[config.mk]
export PLATFORM = sky130hd
export DESIGN_NAME = serial_shift_slice
export DESIGN_NICKNAME = d
export VERILOG_FILES = /design/src/rtl/sgs_pkg.sv /design/src/rtl/sgs_sync.sv /design/src/rtl/sgs_stepgen.sv /design/src/rtl/sgs_chain.sv /design/src/rtl/serial_shift_slice.sv
export SDC_FILE = /design/constraint.sdc
export NUM_CORES = 1
export LEC_CHECK = 0
export BUFFER_PORTS_ARGS = -buffer_cell sky130_fd_sc_hd__buf_2
export CORE_MARGIN = 1
export CORE_UTILIZATION = 51
export DETAILED_ROUTE_END_ITERATION = 8
export PLACE_DENSITY = 0.87
export SLEW_MARGIN = 20
export SYNTH_ARGS = -nofsm -noshare
export SYNTH_HDL_FRONTEND = slang
export SYNTH_SLANG_ARGS = --single-unit
[constraint.sdc]
create_clock -name clk -period 3 [get_ports clk]
set_input_delay 0.3 -clock clk [delete_from_list [all_inputs] [get_ports clk]]
set_output_delay 0.3 -clock clk [all_outputs]
set_load 0.01 [all_outputs]
[src/rtl/sgs_pkg.sv]
package sgs_pkg;
  localparam int CHAIN_W  = 32;
  localparam int LANE_MAX = 8;

  // number of serial lanes used per step
  function automatic int lane_count(input logic [1:0] mode);
    return 1 << mode;
  endfunction

  // right shift by the lane count, new lanes enter at the top
  function automatic logic [CHAIN_W-1:0] shift_in(input logic [CHAIN_W-1:0] chain,
                                                  input logic [LANE_MAX-1:0] lanes,
                                                  input logic [1:0] mode);
    logic [CHAIN_W-1:0] r;
    int n;
    n = lane_count(mode);
    r = chain >> n;
    for (int k = 0; k < LANE_MAX; k++)
      if (k < n) r[CHAIN_W-n+k] = lanes[k];
    return r;
  endfunction

  // bottom lanes of the chain, unused lanes held low
  function automatic logic [LANE_MAX-1:0] lane_out(input logic [CHAIN_W-1:0] chain,
                                                   input logic [1:0] mode);
    logic [LANE_MAX-1:0] o;
    o = '0;
    for (int k = 0; k < LANE_MAX; k++)
      if (k < lane_count(mode)) o[k] = chain[k];
    return o;
  endfunction

  // compare with don't-care mask (set bit = ignore)
  function automatic logic masked_eq(input logic [CHAIN_W-1:0] chain,
                                     input logic [CHAIN_W-1:0] pat,
                                     input logic [CHAIN_W-1:0] mask);
    return ((chain ^ pat) & ~mask) == '0;
  endfunction
endpackage

[src/rtl/sgs_sync.sv]
module sgs_sync #(
  parameter int W = 1
) (
  input  logic         clk,
  input  logic         rst_n,
  input  logic [W-1:0] pin,
  output logic [W-1:0] q
);
  always_ff @(posedge clk or negedge rst_n)
    if (!rst_n) q <= '0;
    else        q <= pin;

  // exactly one cycle from pin to use
  a_r3_one_cycle: assert property (@(posedge clk) disable iff (!rst_n)
    $past(rst_n) |-> q == $past(pin));
endmodule

[src/rtl/sgs_stepgen.sv]
module sgs_stepgen #(
  parameter int DIV_W = 12
) (
  input  logic             clk,
  input  logic             rst_n,
  input  logic [DIV_W-1:0] div_preset,
  input  logic             clk_sel,
  input  logic             qual_en,
  input  logic             qual_s,
  input  logic             eclk_s,
  output logic             step
);
  logic [DIV_W-1:0] div_q;
  logic             eclk_prev;
  logic             int_tick;
  logic             ext_rise;

  always_comb begin
    int_tick = (div_q == '0);
    ext_rise = eclk_s & ~eclk_prev;
    step     = (clk_sel ? ext_rise : int_tick) & (~qual_en | qual_s);
  end

  always_ff @(posedge clk or negedge rst_n)
    if (!rst_n) begin
      div_q     <= '0;
      eclk_prev <= 1'b0;
    end else begin
      div_q     <= int_tick ? div_preset : div_q - 1'b1;
      eclk_prev <= eclk_s;
    end

  // a non-zero preset never gives back-to-back ticks
  a_r5_tick_spacing: assert property (@(posedge clk) disable iff (!rst_n)
    (int_tick && div_preset != '0) |=> !int_tick);
endmodule

[src/rtl/sgs_chain.sv]
module sgs_chain #(
  parameter int CNT_W = 8
) (
  input  logic                         clk,
  input  logic                         rst_n,
  input  logic                         step,
  input  logic [1:0]                   mode,
  input  logic [sgs_pkg::LANE_MAX-1:0] lanes_s,
  input  logic [CNT_W-1:0]             step_count,
  input  logic                         wr_chain,
  input  logic                         wr_shadow,
  input  logic [sgs_pkg::CHAIN_W-1:0]  wr_data,
  output logic [sgs_pkg::CHAIN_W-1:0]  chain_q,
  output logic [sgs_pkg::CHAIN_W-1:0]  shadow_q,
  output logic                         step_eff,
  output logic                         expire
);
  localparam int CW = sgs_pkg::CHAIN_W;

  logic [CNT_W-1:0] cnt_q;
  logic [CNT_W:0]   cnt_nxt;
  logic [CW-1:0]    shifted;

  always_comb begin
    shifted  = sgs_pkg::shift_in(chain_q, lanes_s, mode);
    step_eff = step & ~wr_chain;
    cnt_nxt  = {1'b0, cnt_q} + 1'b1;
    expire   = step_eff & (cnt_nxt >= {1'b0, step_count});
  end

  always_ff @(posedge clk or negedge rst_n)
    if (!rst_n) begin
      chain_q  <= '0;
      shadow_q <= '0;
      cnt_q    <= '0;
    end else begin
      if (wr_chain) begin
        chain_q <= wr_data;
        cnt_q   <= '0;
      end else if (step_eff) begin
        if (expire) begin
          chain_q <= shadow_q;
          cnt_q   <= '0;
        end else begin
          chain_q <= shifted;
          cnt_q   <= cnt_nxt[CNT_W-1:0];
        end
      end
      if (wr_shadow)   shadow_q <= wr_data;
      else if (expire) shadow_q <= shifted;
    end

  // a chain write always lands, whatever the step logic wants
  a_r2_write_wins: assert property (@(posedge clk) disable iff (!rst_n)
    wr_chain |=> chain_q == $past(wr_data));
  // no step and no write leaves the chain alone
  a_r7_hold: assert property (@(posedge clk) disable iff (!rst_n)
    (!step && !wr_chain) |=> $stable(chain_q));
endmodule

[src/rtl/serial_shift_slice.sv]
module serial_shift_slice #(
  parameter int DIV_W = 12,
  parameter int CNT_W = 8
) (
  input  logic             clk,
  input  logic             rst_n,
  input  logic             wr_chain,
  input  logic             wr_shadow,
  input  logic [31:0]      wr_data,
  output logic [31:0]      rd_chain,
  output logic [31:0]      rd_shadow,
  input  logic [1:0]       lane_mode,
  input  logic [DIV_W-1:0] div_preset,
  input  logic [CNT_W-1:0] step_count,
  input  logic             clk_sel,
  input  logic             qual_en,
  input  logic             match_en,
  input  logic [31:0]      match_pattern,
  input  logic [31:0]      match_mask,
  input  logic             oe_cfg,
  input  logic [7:0]       ser_in,
  input  logic             qual_in,
  input  logic             ext_clk_in,
  output logic [7:0]       ser_out,
  output logic             ser_oe,
  output logic             ev_shift,
  output logic             ev_capture,
  output logic             ev_input,
  output logic             ev_match
);
  localparam int LM = sgs_pkg::LANE_MAX;
  localparam int SW = LM + 2;

  logic [SW-1:0] pins_s;
  logic [LM-1:0] lanes_s;
  logic          qual_s, eclk_s;
  logic          step_w, step_eff_w, expire_w;
  logic          lane0_prev;
  logic [31:0]   chain_w, shadow_w;

  sgs_sync #(.W(SW)) u_sync (
    .clk(clk), .rst_n(rst_n),
    .pin({ext_clk_in, qual_in, ser_in}),
    .q(pins_s)
  );
  assign lanes_s = pins_s[LM-1:0];
  assign qual_s  = pins_s[LM];
  assign eclk_s  = pins_s[LM+1];

  sgs_stepgen #(.DIV_W(DIV_W)) u_step (
    .clk(clk), .rst_n(rst_n), .div_preset(div_preset), .clk_sel(clk_sel),
    .qual_en(qual_en), .qual_s(qual_s), .eclk_s(eclk_s), .step(step_w)
  );

  sgs_chain #(.CNT_W(CNT_W)) u_chain (
    .clk(clk), .rst_n(rst_n), .step(step_w), .mode(lane_mode),
    .lanes_s(lanes_s), .step_count(step_count), .wr_chain(wr_chain),
    .wr_shadow(wr_shadow), .wr_data(wr_data), .chain_q(chain_w),
    .shadow_q(shadow_w), .step_eff(step_eff_w), .expire(expire_w)
  );

  assign rd_chain  = chain_w;
  assign rd_shadow = shadow_w;
  assign ser_out   = sgs_pkg::lane_out(chain_w, lane_mode);

  always_ff @(posedge clk or negedge rst_n)
    if (!rst_n) begin
      ev_shift   <= 1'b0;
      ev_capture <= 1'b0;
      ev_input   <= 1'b0;
      ev_match   <= 1'b0;
      lane0_prev <= 1'b0;
      ser_oe     <= 1'b0;
    end else begin
      ev_capture <= step_eff_w;
      ev_shift   <= expire_w;
      lane0_prev <= lanes_s[0];
      ev_input   <= lanes_s[0] & ~lane0_prev;
      ev_match   <= match_en & sgs_pkg::masked_eq(chain_w, match_pattern, match_mask);
      ser_oe     <= oe_cfg;
    end

  // a finished word is always also a step
  a_r8_shift_has_capture: assert property (@(posedge clk) disable iff (!rst_n)
    ev_shift |-> ev_capture);
  // direction follows the request one cycle later
  a_r12_oe_delay: assert property (@(posedge clk) disable iff (!rst_n)
    $past(rst_n) |-> ser_oe == $past(oe_cfg));
  // no match flag without the enable
  a_r11_match_enabled: assert property (@(posedge clk) disable iff (!rst_n)
    ($past(rst_n) && ev_match) |-> $past(match_en));
  // a qualified step needs the qualifier pin high one cycle earlier
  a_r7_qual_gate: assert property (@(posedge clk) disable iff (!rst_n)
    ($past(rst_n) && qual_en && step_w) |-> $past(qual_in));
  // an external step follows a pin rise seen through the synchronizer
  a_r6_ext_rise: assert property (@(posedge clk) disable iff (!rst_n)
    ($past(rst_n) && $past(rst_n, 2) && clk_sel && step_w)
      |-> ($past(ext_clk_in) && !$past(ext_clk_in, 2)));
endmodule

==> run_results.csv <==
group,metric,value,unit
status,status,"completed",
die,die_y,137,µm
power,p_switching,1.72,mW
critical_path,arrival,3.18,ns
die,start_util,0.519,
run,cap_violations,0,
timing,setup_tns,0,ns
synth,yosys_warnings,0,
detailed_routing,wl_per_cell,25.9,µm
timing,rsz0062_at_grt,"yes",
synth,syn_area,9300,µm²
power,cell_internal_pwr,2.83,mW
placed_design,dp_slack,-0.0361,ns
timing,fmax,339,MHz
timing,worst_pin_slew,0.822,ns
power,leakagePower,5.09,nW
clock_tree,htree_levels,3,
critical_path,worstSetupPathType,"register to register",
critical_path,start_kind,"register",
clock_tree,cts.clk_slew.worst_paths,0.08,ns
power,ir_drop,0.000311,V
detailed_routing,vias_per_cell,7.02,
global_routing,grt_max_degree,44,
final_layout,fin_cells,1575,
timing,holdWs,0.0374,ns
detailed_routing,ant_nets,0,
power,switching_share,0.377,
clock_tree,clockBufferDepth,2,
global_routing,met1_usage,0.555,
global_routing,use_met3,0.155,
timing,drv_slew,0,
critical_path,cp_max_fo,15,
placed_design,hpwl,29400,µm
detailed_routing,drt_wl_total,40800,µm
final_layout,area_delta_synth_final,27.8,%
critical_path,cp_slowest_stage_delay,0.43,ns
global_routing,grt.busiest_layer,"met2",
die,die_area,18800,µm²
detailed_routing,drc,0,
timing,period_needed,2.95,ns
die,rows,49,
timing,setup_ws,0.0512,ns
synth,synth-edff-count,0,
power,pwr-share-clk,0.277,
clock_tree,numCtsBuffers,9,
clock_tree,clkLatencyLatePin,0.37,ns
placed_design,dp.cells,1549,
power,powerDensity,383,nW/µm²
timing,finalClockSkew,0.0160,ns
synth,avgSynthCellArea,8.57,µm²
global_routing,use_met2,0.655,
power,power_frac_comb,0.364,
synth,ys_seq_area_frac,0.272,
final_layout,nets,1503,
timing,finalCritPeriodShare,0.983,
critical_path,crit_required,3.23,ns
clock_tree,cts.sinks,101,
timing,hold_viol,0,
timing,slew-limit-headroom,0.445,
placed_design,gp_congestion,1.04,
synth,synth_nets,1248,
die,core_area,17900,µm²
global_routing,antenna_found_initial,2,
clock_tree,tritoncts,"built",
synth,synth_seq_cells,101,
detailed_routing,drtPass1Iterations,9,
final_layout,fin_util,0.664,
placed_design,io_buffers,212,
global_routing,grt_pass1_wl,60000,µm
die,die_x,137,µm
synth,syn_inst,1085,
detailed_routing,drtIter0Drc,1684,
synth,async_flop_share,1.00,
critical_path,worstSetupEndpointType,"register",
critical_path,cp_cell_sequence,"buf_6 > ha_4 > nand2_2 > nor2_2 > xor2_1 > ha_1 > nand3_1 > a21boi_1 > a211oi_2 > or3_4 > clkinv_8 > buf_4 > clkbuf_16 > mux2i_1 > o21ai_0",
worst_hold_path,min_path_type,"input port to register",
global_routing,first_global_vias,10099,
detailed_routing,vias,11051,
synth,dominantRegCellSynth,"dfrtp_1",
critical_path,cp_slowest_cell,"or3_4",
global_routing,grtUsageTotal,0.436,
die,io_pins,213,
global_routing,overflow,0,
timing,setup_viol,0,
synth,ys_types,86,
power,power_frac_seq,0.359,
clock_tree,root_buffer,"clkbuf_16",
final_layout,drive_gt1_frac,0.337,
## worst max-delay path: cells and delay by family (launching register included)
family                   cells  cell delay (ns)
XOR/XNOR                     1             0.17
adder cells (fa/ha/maj)      2             0.51
flip-flops                   1             0.39
AND/OR/NAND/NOR              4             0.63
buffers and inverters        4             0.55
multiplexers                 1             0.19
AO/OA/AOI/OAI                3             0.37
## sequential cells by signal (all words and copies together), names as in the netlist
name              count
ev_capture            1
ev_input              1
ev_match              1
ev_shift              1
lane0_prev            1
ser_oe                1
u_chain.chain_q      32
u_chain.cnt_q         8
u_chain.shadow_q     32
u_step.div_q         12
u_step.eclk_prev      1
u_sync.q             10
## final cells by class
cell class	count	area, µm²
clock inverter	6	83.8
sequential	101	2530
fill	1479	6020
tap	229	287
clock buffer	10	229
multi-input combinational	854	6400
inverter	33	159
antenna	1	2.50
timing repair buffer	341	2190
## final timing paths
path | start | to | slack (ns) | depth (start not counted)
min in group asynchronous | rst_n | lane0_prev | 0.47 | 2
hold reg to reg | u_sync.q[9] | u_step.eclk_prev | 0.39 | 0
setup / recovery | u_chain.cnt_q[0] | u_chain.shadow_q[5] | 0.05 | 15
hold / removal | ser_in[5] | u_sync.q[5] | 0.04 | 1
setup reg to reg | u_chain.cnt_q[0] | u_chain.shadow_q[5] | 0.05 | 15
max in group asynchronous | rst_n | u_step.div_q[9] | 1.83 | 3
## metal layers
metal | wire [µm] | vias to the layer above
li1 | - | 4675
met1 | 14800 | 5202
met2 | 17600 | 991
met3 | 6110 | 179
met4 | 2240 | 4
met5 | 46 | -
## placed cells by master, fill, tap and decap left out, types with 25 or more instances in the layout
cell type	Yosys	final
buf_2	12	211
buf_4	5	114
nand2_1	113	112
dfrtp_1	101	101
nor2_1	69	68
o21ai_0	58	54
a21oi_1	50	44
xnor2_1	38	38
mux4_2	32	32
nand3_1	32	31
nor3_1	32	30
a222oi_1	27	27
o22ai_1	26	26
mux2i_1	25	25
## Yosys cell counts, types with 20 or more instances
cell,n,area share
nand2_1,113,0.046
dfrtp_1,101,0.27
nor2_1,69,0.028
clkbuf_1,64,0.026
o21ai_0,58,0.031
a21oi_1,50,0.027
xnor2_1,38,0.036
mux4_2,32,0.078
nand3_1,32,0.017
nor3_1,32,0.017
inv_1,29,0.012
a222oi_1,27,0.029
ha_1,27,0.036
o22ai_1,26,0.017
mux2i_1,25,0.027
nor2b_1,25,0.017
and2_1,20,0.013
## repair_timing
item | 4_1_cts | 5_1_grt
buffers inserted | 0 | 8
hold buffers | 1 | 0
setup endpoints to repair | 23 | 51
pin swaps | 0 | 9
gates cloned | 0 | 1
hold endpoints to repair | 41 | 0
gates resized for setup | 2 | 27
## stage by stage
| stage | power [mW] | cell area (µm²) |
|---|---|---|
| finish | 4.55 | 11900 |
| global route | 4.70 | 11900 |
| CTS | 4.46 | 11700 |
| detailed placement | 3.21 | 11400 |
| global placement | 3.19 | 11400 |
| floorplan | 2.48 | 9560 |
## power groups by stage
| stage | registers (mW) | logic (mW) | clock network (mW) |
|---|---|---|---|
| finish | 1.63 | 1.65 | 1.26 |
| global route | 1.64 | 1.75 | 1.32 |
| CTS | 1.62 | 1.58 | 1.26 |
| detailed placement | 1.64 | 1.57 | 0 |
| global placement | 1.64 | 1.55 | 0 |
| floorplan | 1.62 | 0.857 | 0 |
## logic make-up after synthesis
kind of cell               share of synthesized area
AOI/OAI and AO/OA                              0.261
xor gates and xnor gates                      0.0424
adders and majority gates                     0.0363
buffers and inverters                         0.0631
DFF                                            0.272
muxes                                          0.120
and+or+nand+nor                                0.205
No activity file was read; power rests on OpenSTA's default activity.
